--- src/rtl/ring_stat_pkg.sv ---
package ring_stat_pkg;
  // register byte offsets
  localparam logic [7:0] OFF_CTRL     = 8'h10;
  localparam logic [7:0] OFF_CMD      = 8'h18;
  localparam logic [7:0] OFF_HOST_IE  = 8'h2C;
  localparam logic [7:0] OFF_HOST_ST  = 8'h30;
  localparam logic [7:0] OFF_ERR_IE   = 8'h34;
  localparam logic [7:0] OFF_ERR_ST   = 8'h38;
  localparam logic [7:0] OFF_SRC_WR   = 8'h3C;
  localparam logic [7:0] OFF_DST_WR   = 8'h40;
  localparam logic [7:0] OFF_SRC_RD   = 8'h44;
  localparam logic [7:0] OFF_DST_RD   = 8'h48;
  localparam logic [7:0] OFF_SRC_WM   = 8'h4C;
  localparam logic [7:0] OFF_DST_WM   = 8'h50;

  localparam int unsigned HOST_W   = 5;   // host status bits 4:0
  localparam int unsigned ERR_W    = 6;   // error status bits 10:5
  localparam int unsigned ERR_LSB  = 5;
  localparam int unsigned CTRL_W   = 19;  // writable control bits
  localparam int unsigned CMD_HALT_BIT = 0;
  localparam int unsigned CMD_STS_BIT  = 3;

  typedef struct packed {
    logic [15:0] lo;
    logic [15:0] hi;
  } wm_t;
endpackage

--- src/rtl/rs_ring_track.sv ---
module rs_ring_track #(
  parameter int unsigned ENTRIES = 16,
  localparam int unsigned IW = $clog2(ENTRIES)
) (
  input  logic          clk,
  input  logic          rst_n,
  input  logic          wr_en,
  input  logic [IW-1:0] wr_val,
  input  logic          consume,
  input  logic          hold,
  output logic [IW-1:0] wr_idx,
  output logic [IW-1:0] rd_idx,
  output logic [IW-1:0] occ,
  output logic          ovf_evt,
  output logic          pop_evt
);
  logic [IW-1:0] wr_q, wr_d;
  logic [IW-1:0] rd_q, rd_d;
  logic [IW-1:0] added;
  logic [IW:0]   fill_sum;

  // index width equals log2 of the entry count, so truncation is the modulo
  always_comb begin
    occ      = wr_q - rd_q;
    added    = wr_val - wr_q;
    fill_sum = {1'b0, occ} + {1'b0, added};
    ovf_evt  = wr_en && fill_sum[IW];
    pop_evt  = consume && !hold && (occ != '0);
    wr_d     = (wr_en && !ovf_evt) ? wr_val : wr_q;
    rd_d     = pop_evt ? rd_q + 1'b1 : rd_q;
  end

  always_ff @(posedge clk or negedge rst_n) begin
    if (!rst_n) begin
      wr_q <= '0;
      rd_q <= '0;
    end else begin
      wr_q <= wr_d;
      rd_q <= rd_d;
    end
  end

  assign wr_idx = wr_q;
  assign rd_idx = rd_q;
endmodule

--- src/rtl/rs_wm_cross.sv ---
module rs_wm_cross #(
  parameter int unsigned IW = 4
) (
  input  logic          clk,
  input  logic          rst_n,
  input  logic [IW-1:0] occ,
  input  logic [15:0]   lo_th,
  input  logic [15:0]   hi_th,
  output logic          hi_evt,
  output logic          lo_evt
);
  logic above, below;
  logic above_q, below_q;
  logic [15:0] occ_ext;

  always_comb begin
    occ_ext = 16'(occ);
    above   = occ_ext > hi_th;
    below   = occ_ext < lo_th;
    hi_evt  = above && !above_q;
    lo_evt  = below && !below_q;
  end

  always_ff @(posedge clk or negedge rst_n) begin
    if (!rst_n) begin
      above_q <= 1'b0;
      below_q <= 1'b0;
    end else begin
      above_q <= above;
      below_q <= below;
    end
  end
endmodule

--- src/rtl/rs_irq_bank.sv ---
module rs_irq_bank #(
  parameter int unsigned W = 5
) (
  input  logic         clk,
  input  logic         rst_n,
  input  logic [W-1:0] set_vec,
  input  logic         clr_we,
  input  logic [W-1:0] clr_data,
  input  logic         ie_we,
  input  logic [W-1:0] ie_data,
  output logic [W-1:0] sts,
  output logic [W-1:0] ie,
  output logic         irq
);
  logic [W-1:0] sts_q, sts_d;
  logic [W-1:0] ie_q, ie_d;

  // a new event in the clearing cycle wins over the clear
  always_comb begin
    sts_d = sts_q;
    if (clr_we) sts_d = sts_d & ~clr_data;
    sts_d = sts_d | set_vec;
    ie_d  = ie_we ? ie_data : ie_q;
  end

  always_ff @(posedge clk or negedge rst_n) begin
    if (!rst_n) begin
      sts_q <= '0;
      ie_q  <= '0;
    end else begin
      sts_q <= sts_d;
      ie_q  <= ie_d;
    end
  end

  assign sts = sts_q;
  assign ie  = ie_q;
  assign irq = |(sts_q & ie_q);
endmodule

--- src/rtl/ring_stat_ctrl.sv ---
module ring_stat_ctrl
  import ring_stat_pkg::*;
#(
  parameter int unsigned AW          = 8,
  parameter int unsigned SRC_ENTRIES = 16,
  parameter int unsigned DST_ENTRIES = 8
) (
  input  logic          clk,
  input  logic          rst_n,
  input  logic          reg_we,
  input  logic [AW-1:0] reg_addr,
  input  logic [31:0]   reg_wdata,
  output logic [31:0]   reg_rdata,
  input  logic          src_consume,
  input  logic          dst_consume,
  input  logic [3:0]    hw_err,
  output logic          host_irq,
  output logic          err_irq,
  output logic [15:0]   max_dst_len,
  output logic          src_swap_en,
  output logic          dst_swap_en,
  output logic          halted
);
  localparam int unsigned SRC_IW = $clog2(SRC_ENTRIES);
  localparam int unsigned DST_IW = $clog2(DST_ENTRIES);

  // reset: asserted asynchronously, released on the clock
  logic [1:0] rst_sync_q;
  logic       rstn_s;
  always_ff @(posedge clk or negedge rst_n) begin
    if (!rst_n) rst_sync_q <= 2'b00;
    else        rst_sync_q <= {rst_sync_q[0], 1'b1};
  end
  assign rstn_s = rst_sync_q[1];

  // address decode
  function automatic logic hit(input logic [AW-1:0] a, input logic [7:0] off);
    return a == AW'(off);
  endfunction

  logic wr_ctrl, wr_cmd, wr_host_ie, host_clr_we, wr_err_ie, err_clr_we;
  logic wr_src_idx, wr_dst_idx, wr_src_wm, wr_dst_wm;
  always_comb begin
    wr_ctrl     = reg_we && hit(reg_addr, OFF_CTRL);
    wr_cmd      = reg_we && hit(reg_addr, OFF_CMD);
    wr_host_ie  = reg_we && hit(reg_addr, OFF_HOST_IE);
    host_clr_we = reg_we && hit(reg_addr, OFF_HOST_ST);
    wr_err_ie   = reg_we && hit(reg_addr, OFF_ERR_IE);
    err_clr_we  = reg_we && hit(reg_addr, OFF_ERR_ST);
    wr_src_idx  = reg_we && hit(reg_addr, OFF_SRC_WR);
    wr_dst_idx  = reg_we && hit(reg_addr, OFF_DST_WR);
    wr_src_wm   = reg_we && hit(reg_addr, OFF_SRC_WM);
    wr_dst_wm   = reg_we && hit(reg_addr, OFF_DST_WM);
  end

  // control, command and threshold registers
  logic [CTRL_W-1:0] ctrl_q, ctrl_d;
  logic              halt_req_q, halt_req_d;
  logic              halt_sts_q;
  wm_t               src_wm_q, src_wm_d, dst_wm_q, dst_wm_d;

  always_comb begin
    ctrl_d     = wr_ctrl   ? reg_wdata[CTRL_W-1:0]     : ctrl_q;
    halt_req_d = wr_cmd    ? reg_wdata[CMD_HALT_BIT]   : halt_req_q;
    src_wm_d   = wr_src_wm ? wm_t'(reg_wdata)          : src_wm_q;
    dst_wm_d   = wr_dst_wm ? wm_t'(reg_wdata)          : dst_wm_q;
  end

  always_ff @(posedge clk or negedge rstn_s) begin
    if (!rstn_s) begin
      ctrl_q     <= '0;
      halt_req_q <= 1'b0;
      halt_sts_q <= 1'b0;
      src_wm_q   <= '0;
      dst_wm_q   <= '0;
    end else begin
      ctrl_q     <= ctrl_d;
      halt_req_q <= halt_req_d;
      halt_sts_q <= halt_req_q;
      src_wm_q   <= src_wm_d;
      dst_wm_q   <= dst_wm_d;
    end
  end

  // rings
  logic [SRC_IW-1:0] src_wr, src_rd, src_occ;
  logic [DST_IW-1:0] dst_wr, dst_rd, dst_occ;
  logic src_ovf, src_pop, dst_ovf, dst_pop;

  rs_ring_track #(.ENTRIES(SRC_ENTRIES)) src_ring_i (
    .clk(clk), .rst_n(rstn_s),
    .wr_en(wr_src_idx), .wr_val(reg_wdata[SRC_IW-1:0]),
    .consume(src_consume), .hold(halt_sts_q),
    .wr_idx(src_wr), .rd_idx(src_rd), .occ(src_occ),
    .ovf_evt(src_ovf), .pop_evt(src_pop)
  );

  rs_ring_track #(.ENTRIES(DST_ENTRIES)) dst_ring_i (
    .clk(clk), .rst_n(rstn_s),
    .wr_en(wr_dst_idx), .wr_val(reg_wdata[DST_IW-1:0]),
    .consume(dst_consume), .hold(halt_sts_q),
    .wr_idx(dst_wr), .rd_idx(dst_rd), .occ(dst_occ),
    .ovf_evt(dst_ovf), .pop_evt(dst_pop)
  );

  // threshold crossings
  logic src_hi_evt, src_lo_evt, dst_hi_evt, dst_lo_evt;

  rs_wm_cross #(.IW(SRC_IW)) src_wm_i (
    .clk(clk), .rst_n(rstn_s), .occ(src_occ),
    .lo_th(src_wm_q.lo), .hi_th(src_wm_q.hi),
    .hi_evt(src_hi_evt), .lo_evt(src_lo_evt)
  );

  rs_wm_cross #(.IW(DST_IW)) dst_wm_i (
    .clk(clk), .rst_n(rstn_s), .occ(dst_occ),
    .lo_th(dst_wm_q.lo), .hi_th(dst_wm_q.hi),
    .hi_evt(dst_hi_evt), .lo_evt(dst_lo_evt)
  );

  // status banks
  logic [HOST_W-1:0] host_set, host_sts, host_ie;
  logic [ERR_W-1:0]  err_set, err_sts, err_ie;

  assign host_set = {dst_lo_evt, dst_hi_evt, src_lo_evt, src_hi_evt, src_pop};
  assign err_set  = {hw_err, dst_ovf, src_ovf};

  rs_irq_bank #(.W(HOST_W)) host_bank_i (
    .clk(clk), .rst_n(rstn_s), .set_vec(host_set),
    .clr_we(host_clr_we), .clr_data(reg_wdata[HOST_W-1:0]),
    .ie_we(wr_host_ie), .ie_data(reg_wdata[HOST_W-1:0]),
    .sts(host_sts), .ie(host_ie), .irq(host_irq)
  );

  rs_irq_bank #(.W(ERR_W)) err_bank_i (
    .clk(clk), .rst_n(rstn_s), .set_vec(err_set),
    .clr_we(err_clr_we), .clr_data(reg_wdata[ERR_LSB+ERR_W-1:ERR_LSB]),
    .ie_we(wr_err_ie), .ie_data(reg_wdata[ERR_LSB+ERR_W-1:ERR_LSB]),
    .sts(err_sts), .ie(err_ie), .irq(err_irq)
  );

  // read mux
  always_comb begin
    reg_rdata = '0;
    if (hit(reg_addr, OFF_CTRL))    reg_rdata = 32'(ctrl_q);
    if (hit(reg_addr, OFF_CMD)) begin
      reg_rdata[CMD_HALT_BIT] = halt_req_q;
      reg_rdata[CMD_STS_BIT]  = halt_sts_q;
    end
    if (hit(reg_addr, OFF_HOST_IE)) reg_rdata = 32'(host_ie);
    if (hit(reg_addr, OFF_HOST_ST)) reg_rdata = 32'(host_sts);
    if (hit(reg_addr, OFF_ERR_IE))  reg_rdata = 32'(err_ie) << ERR_LSB;
    if (hit(reg_addr, OFF_ERR_ST))  reg_rdata = 32'(err_sts) << ERR_LSB;
    if (hit(reg_addr, OFF_SRC_WR))  reg_rdata = 32'(src_wr);
    if (hit(reg_addr, OFF_DST_WR))  reg_rdata = 32'(dst_wr);
    if (hit(reg_addr, OFF_SRC_RD))  reg_rdata = 32'(src_rd);
    if (hit(reg_addr, OFF_DST_RD))  reg_rdata = 32'(dst_rd);
    if (hit(reg_addr, OFF_SRC_WM))  reg_rdata = src_wm_q;
    if (hit(reg_addr, OFF_DST_WM))  reg_rdata = dst_wm_q;
  end

  assign max_dst_len = ctrl_q[15:0];
  assign src_swap_en = ctrl_q[16];
  assign dst_swap_en = ctrl_q[17];
  assign halted      = halt_sts_q;
endmodule

--- config.mk ---
export PLATFORM = sky130hd
export DESIGN_NAME = ring_stat_ctrl
export DESIGN_NICKNAME = d
export VERILOG_FILES = /design/src/rtl/ring_stat_pkg.sv /design/src/rtl/rs_ring_track.sv /design/src/rtl/rs_wm_cross.sv /design/src/rtl/rs_irq_bank.sv /design/src/rtl/ring_stat_ctrl.sv
export SDC_FILE = /design/constraint.sdc
export NUM_CORES = 1
export LEC_CHECK = 0
export ABC_AREA = 1
export CAP_MARGIN = 20
export CORE_ASPECT_RATIO = 0.7
export CORE_MARGIN = 2
export CORE_UTILIZATION = 30
export DETAILED_ROUTE_END_ITERATION = 8
export GPL_ROUTABILITY_DRIVEN = 0
export PLACE_DENSITY = 0.48
export SETUP_SLACK_MARGIN = 0.15
export SLEW_MARGIN = 20
export SYNTH_ARGS = -nofsm -noshare
export SYNTH_HDL_FRONTEND = slang
export SYNTH_HIERARCHICAL = 1
export SYNTH_SLANG_ARGS = --single-unit
--- constraint.sdc ---
create_clock -name clk -period 4.95 [get_ports clk]
set_input_delay 0.99 -clock clk [delete_from_list [all_inputs] [get_ports clk]]
set_output_delay 0.99 -clock clk [all_outputs]
set_load 0.1 [all_outputs]
# == After elaboration in Yosys (flattened, before gate mapping) ==
# Cells that the tools add are included.
# word_totals
register_bits,127
n_memories,0
out_inout_bits,53
latchBits,0
mem_bits_ro,0
word_cells,100
ram_bits,0
# classes
magnitude_cmp,4
n_reduce_logical,33
n_div,0
n_mux,15
eq_ne,12
n_bitwise,8
n_mul,0
addsub,8
n_shift,0
# op_table
operator,n
32-bit 2-to-1 mux,8
19-bit 2-to-1 mux,3
"8-bit by 6-bit equality test with 1-bit output, second input constant",5
"8-bit by 7-bit equality test with 1-bit output, second input constant",5
1-bit logical AND,22
"8-bit by 5-bit equality test with 1-bit output, second input constant",2
3-bit by 16-bit > comparator with 1-bit output,1
4-bit by 16-bit > comparator with 1-bit output,1
3-bit by 16-bit less-than comparator with 1-bit output,1
4-bit by 16-bit less-than comparator with 1-bit output,1
6-bit bitwise AND,2
5-bit bitwise AND,2
4-bit subtractor,2
1-bit zero test,7
6-bit 2-to-1 mux,1
6-bit inverter,1
6-bit OR,1
6-bit OR reduction,1
3-bit subtractor,2
4-bit by 4-bit adder with 5-bit output,1
5-bit 2-to-1 mux,1
5-bit inverter,1
5-bit OR,1
5-bit OR reduction,1
6 further kinds,7

# == Longest topological paths before layout ==
# logic_depth
word_depth,13
ltp_mapped,15
ltp_nobuf,15

# == Hierarchy ==
# Netlist, hierarchy kept.
# by_module_without_submodules
mod,seq_area_each_um2,cells_each,n_inst,area_per_inst_um2
ring_stat_ctrl,2177.1,543,1,4600.7
rs_ring_track at src_ring_i,200.2,94,1,759.5
rs_irq_bank at err_bank_i,300.3,55,1,495.5
rs_ring_track at dst_ring_i,150.1,61,1,490.5
rs_irq_bank at host_bank_i,250.2,47,1,417.9
rs_wm_cross at src_wm_i,50.0,59,1,350.3
rs_wm_cross at dst_wm_i,50.0,57,1,314.1

# == Least setup slack after synthesis ==
# OpenSTA, ideal clock, no wires.
# synth_timing
path_kind,input port to output port
start,input reg_addr[6]
end,output reg_rdata[3]
t_required_ns,3.960
t_arrival_ns,2.644
path_buffers,0
path_stages,7
setup_slack_ns,1.316
path_cell_list,inv_1 > nand2_2 > nor2_4 > nand2_4 > or2_0 > a21boi_1 > nand4_1
# synth_between
elab_chain_len,13
word_cells_on_any_way,24
# synth_rtl
element,line_no,rtl
"start, declared",ring_stat_ctrl.sv:11,"input logic [AW-1:0] reg_addr,"
8-bit by 5-bit equality test with 1-bit output,ring_stat_ctrl.sv:38,return a == AW'(off);
19-bit 2-to-1 mux,ring_stat_ctrl.sv:145,"if (hit(reg_addr, OFF_CTRL)) reg_rdata = 32'(ctrl_q);"
1-bit 2-to-1 mux,ring_stat_ctrl.sv:146,"if (hit(reg_addr, OFF_CMD)) begin"
19-bit 2-to-1 mux,ring_stat_ctrl.sv:150,"if (hit(reg_addr, OFF_HOST_IE)) reg_rdata = 32'(host_ie);"
19-bit 2-to-1 mux,ring_stat_ctrl.sv:151,"if (hit(reg_addr, OFF_HOST_ST)) reg_rdata = 32'(host_sts);"
32-bit 2-to-1 mux,ring_stat_ctrl.sv:152,"if (hit(reg_addr, OFF_ERR_IE)) reg_rdata = 32'(err_ie) << ERR_LSB;"
32-bit 2-to-1 mux,ring_stat_ctrl.sv:153,"if (hit(reg_addr, OFF_ERR_ST)) reg_rdata = 32'(err_sts) << ERR_LSB;"
32-bit 2-to-1 mux,ring_stat_ctrl.sv:154,"if (hit(reg_addr, OFF_SRC_WR)) reg_rdata = 32'(src_wr);"
32-bit 2-to-1 mux,ring_stat_ctrl.sv:155,"if (hit(reg_addr, OFF_DST_WR)) reg_rdata = 32'(dst_wr);"
32-bit 2-to-1 mux,ring_stat_ctrl.sv:156,"if (hit(reg_addr, OFF_SRC_RD)) reg_rdata = 32'(src_rd);"
32-bit 2-to-1 mux,ring_stat_ctrl.sv:157,"if (hit(reg_addr, OFF_DST_RD)) reg_rdata = 32'(dst_rd);"
32-bit 2-to-1 mux,ring_stat_ctrl.sv:158,"if (hit(reg_addr, OFF_SRC_WM)) reg_rdata = src_wm_q;"
32-bit 2-to-1 mux *,ring_stat_ctrl.sv:159,"if (hit(reg_addr, OFF_DST_WM)) reg_rdata = dst_wm_q;"
"end, declared",ring_stat_ctrl.sv:13,"output logic [31:0] reg_rdata,"
# Every way passes the cells marked *; elsewhere a longest branch is shown, timed or not.

# == Worst setup path after layout ==
# layout_timing
start,input reg_addr[4]
end,output reg_rdata[31]
# layout_between
elab_chain_len,8
word_cells_on_any_way,14
# layout_rtl
element,line_no
8-bit by 6-bit equality test with 1-bit output,ring_stat_ctrl.sv:38
32-bit 2-to-1 mux,ring_stat_ctrl.sv:153
32-bit 2-to-1 mux,ring_stat_ctrl.sv:154
32-bit 2-to-1 mux,ring_stat_ctrl.sv:155
32-bit 2-to-1 mux,ring_stat_ctrl.sv:156
32-bit 2-to-1 mux,ring_stat_ctrl.sv:157
32-bit 2-to-1 mux,ring_stat_ctrl.sv:158
32-bit 2-to-1 mux *,ring_stat_ctrl.sv:159
# Marks and branches as above.

==> results.cfg <==
[outcome]
status = finished, final reports clean

[clocking]
clockBufferDepth = 2
cts_buffers = 17
clock-sinks = 127
cts-resized-gates = 0
root_buffer = clkbuf_16
post_cts.repair.setup_buffers = 0
cts_tree = done
postCtsHoldBufs = 0
cts_max_level = 4
insertion_delay_ns = 0.42
clk_pin_slew_ns = 0.06

[worst_setup_path]
critPathArrivalTime_ns = 3.17
critical_path.startpoint_type = primary input
critPathMaxFanout = 33
setup.worst_path.end_class = output port
worstReg2RegEnd = src_ring_i/wr_idx[3]
worstPathRequired_ns = 3.96
rrSetupSlack_ns = 2.42
rr_startpoint = src_ring_i/rd_idx[2]
crit_path_start = reg_addr[4]
reg2regPathDepth = 11
path_class = in2out
crit_path_end = reg_rdata[31]

[power]
seqPwrFrac_pct = 35.0
p_sw_share_pct = 33.37
p_sw_uw = 1179
clkPwrFrac_pct = 37.9
ir_worst_vdd_uv = 276.1
comb_power_share_pct = 27.1
intPower_uw = 2354
powerDensity_nw_per_um2 = 388.3
p_leak_uw = 0.004496

[sta]
slew_viol_final = 0
worst_pin_slew_ns = 0.9778
fin_ws_ns = 0.7943
hold_ws_ns = 0.3477
fin_skew_ns = 0.006586
rsz0062_at_grt = false
setup_viol_count_final = 0
finalCritPeriodShare_pct = 83.95
fin_crit_ns = 4.156
maxSlewHeadroom_pct = 34.61
finalHoldViolCount = 0
fmaxAchievable_mhz = 240.6
finalSetupTns_ns = 0

[finish]
nets = 1077
layout_commonest_cell = nand2_1
postLayoutCellArea_um2 = 9099
regArea_um2 = 3182
final_cells = 1335
nFillCells = 2575
syn_to_final_growth_pct = 22.55
multi_input_area_um2 = 3413
drive_above_1_share_pct = 15.74
final_cell_mix = 264 x nand2_1, 126 x dfrtp_1, 117 x inv_1, 69 x clkdlybuf4s50_1, 60 x o21ai_1
diodes = 0

[die]
io_pins = 102
initial_utilization_pct = 30.30
die_y_um = 135.6
fp.dieArea_um2 = 26040
core_um2 = 24500
die_w_um = 192.0
core.rowCount = 48

[global_route]
met1_usage_pct = 26.49
grt_pass1_vias = 5929
grt_max_degree = 65
grt_usage_pct = 17.39
grt.busiest_layer = met1
antenna_found_initial = 0
grt_use_met2_pct = 24.45
grt-ovfl-total = 0
grtUsageMet3_pct = 3.859
grt_first_pass_wirelength_um = 34000

[detailed_routing]
via_per_inst = 4.483
ant_nets = 0
drtIter0Drc = 406
drtPass1Iterations = 5
drc = 0
wl_per_cell_um = 15.82
num_vias = 5985
drt_wl_total_um = 21120

[placed_design]
place_area_um2 = 8476
place_ws_ns = 0.7424
portBuffers = 101
dp.cells = 1303
dp_hpwl_um = 15470

[logic_synthesis]
synthesis.nets = 995
yosys_warnings = 6
avgSynthCellArea_um2 = 8.114
synthCells = 915
netlist_area_um2 = 7425

[flow_run]
cap_violations = 0

[hold_path]
worst_hold_path_type = reg2async
## stage by stage
stage	total power (uW)	utilization [%]
3_5_place_dp	2221	34.59
6_report	3533	37.13
3_3_place_gp	2213	34.59
5_1_grt	3775	37.13
4_1_cts	3582	37.13
2_1_floorplan	1944	-
## flip-flops by register name (all words and copies together), names as in the netlist, 2 cells and up
signal             flops
src_ring_i/wr_idx      4
dst_ring_i/rd_idx      3
src_wm_q              32
err_bank_i/sts         6
ctrl_q                19
src_ring_i/rd_idx      4
host_bank_i/sts        5
dst_ring_i/wr_idx      3
rst_sync_q             2
err_bank_i/ie          6
host_bank_i/ie         5
dst_wm_q              32
## final cells by class
| cell class | count | share of cell area (%) |
|---|---|---|
| Clock inverter | 11 | 1.788 |
| Inverter | 132 | 5.501 |
| Clock buffer | 21 | 5.061 |
| Multi-Input combinational cell | 614 | 37.51 |
| Tap cell | 325 | 4.469 |
| Sequential cell | 127 | 34.97 |
| Timing Repair Buffer | 105 | 10.70 |
## worst max-delay path: stages
cell and delay, ns:
clkdlybuf4s50_1 0.46, inv_1 0.09, nand2_1 0.08, nor2_4 0.24, nand2_2 0.10, inv_2 0.55, a22o_1 0.31, buf_4 0.30
## power groups by stage
stage,Clock (uW),Combinational [uW],Sequential [uW]
final,1340,957,1240
after global routing,1410,1110,1260
after CTS,1370,969,1240
after detailed placement,0,965,1260
after global placement,0,955,1260
after floorplan,0,709,1240
## metal layers
metal  vias up  wire, um  part of all wire (%)
met5         -         0                     0
met3        19       920                   4.4
met1      2788     11310                    54
met2       125      8662                    41
li1       3053         -                     -
met4         0       227                   1.1
## worst min-delay path by stage
stage	start	end	slack, ns	cells after the start
final	rst_sync_q[1]	halt_req_q	0.35	0
after global routing	rst_sync_q[0]	rst_sync_q[1]	0.36	0
after CTS	rst_sync_q[0]	rst_sync_q[1]	0.35	0
after detailed placement	rst_sync_q[0]	rst_sync_q[1]	0.34	0
after global placement	rst_sync_q[0]	rst_sync_q[1]	0.34	0
after floorplan	rst_sync_q[0]	rst_sync_q[1]	0.33	0
(Power assumes the default switching activity.)
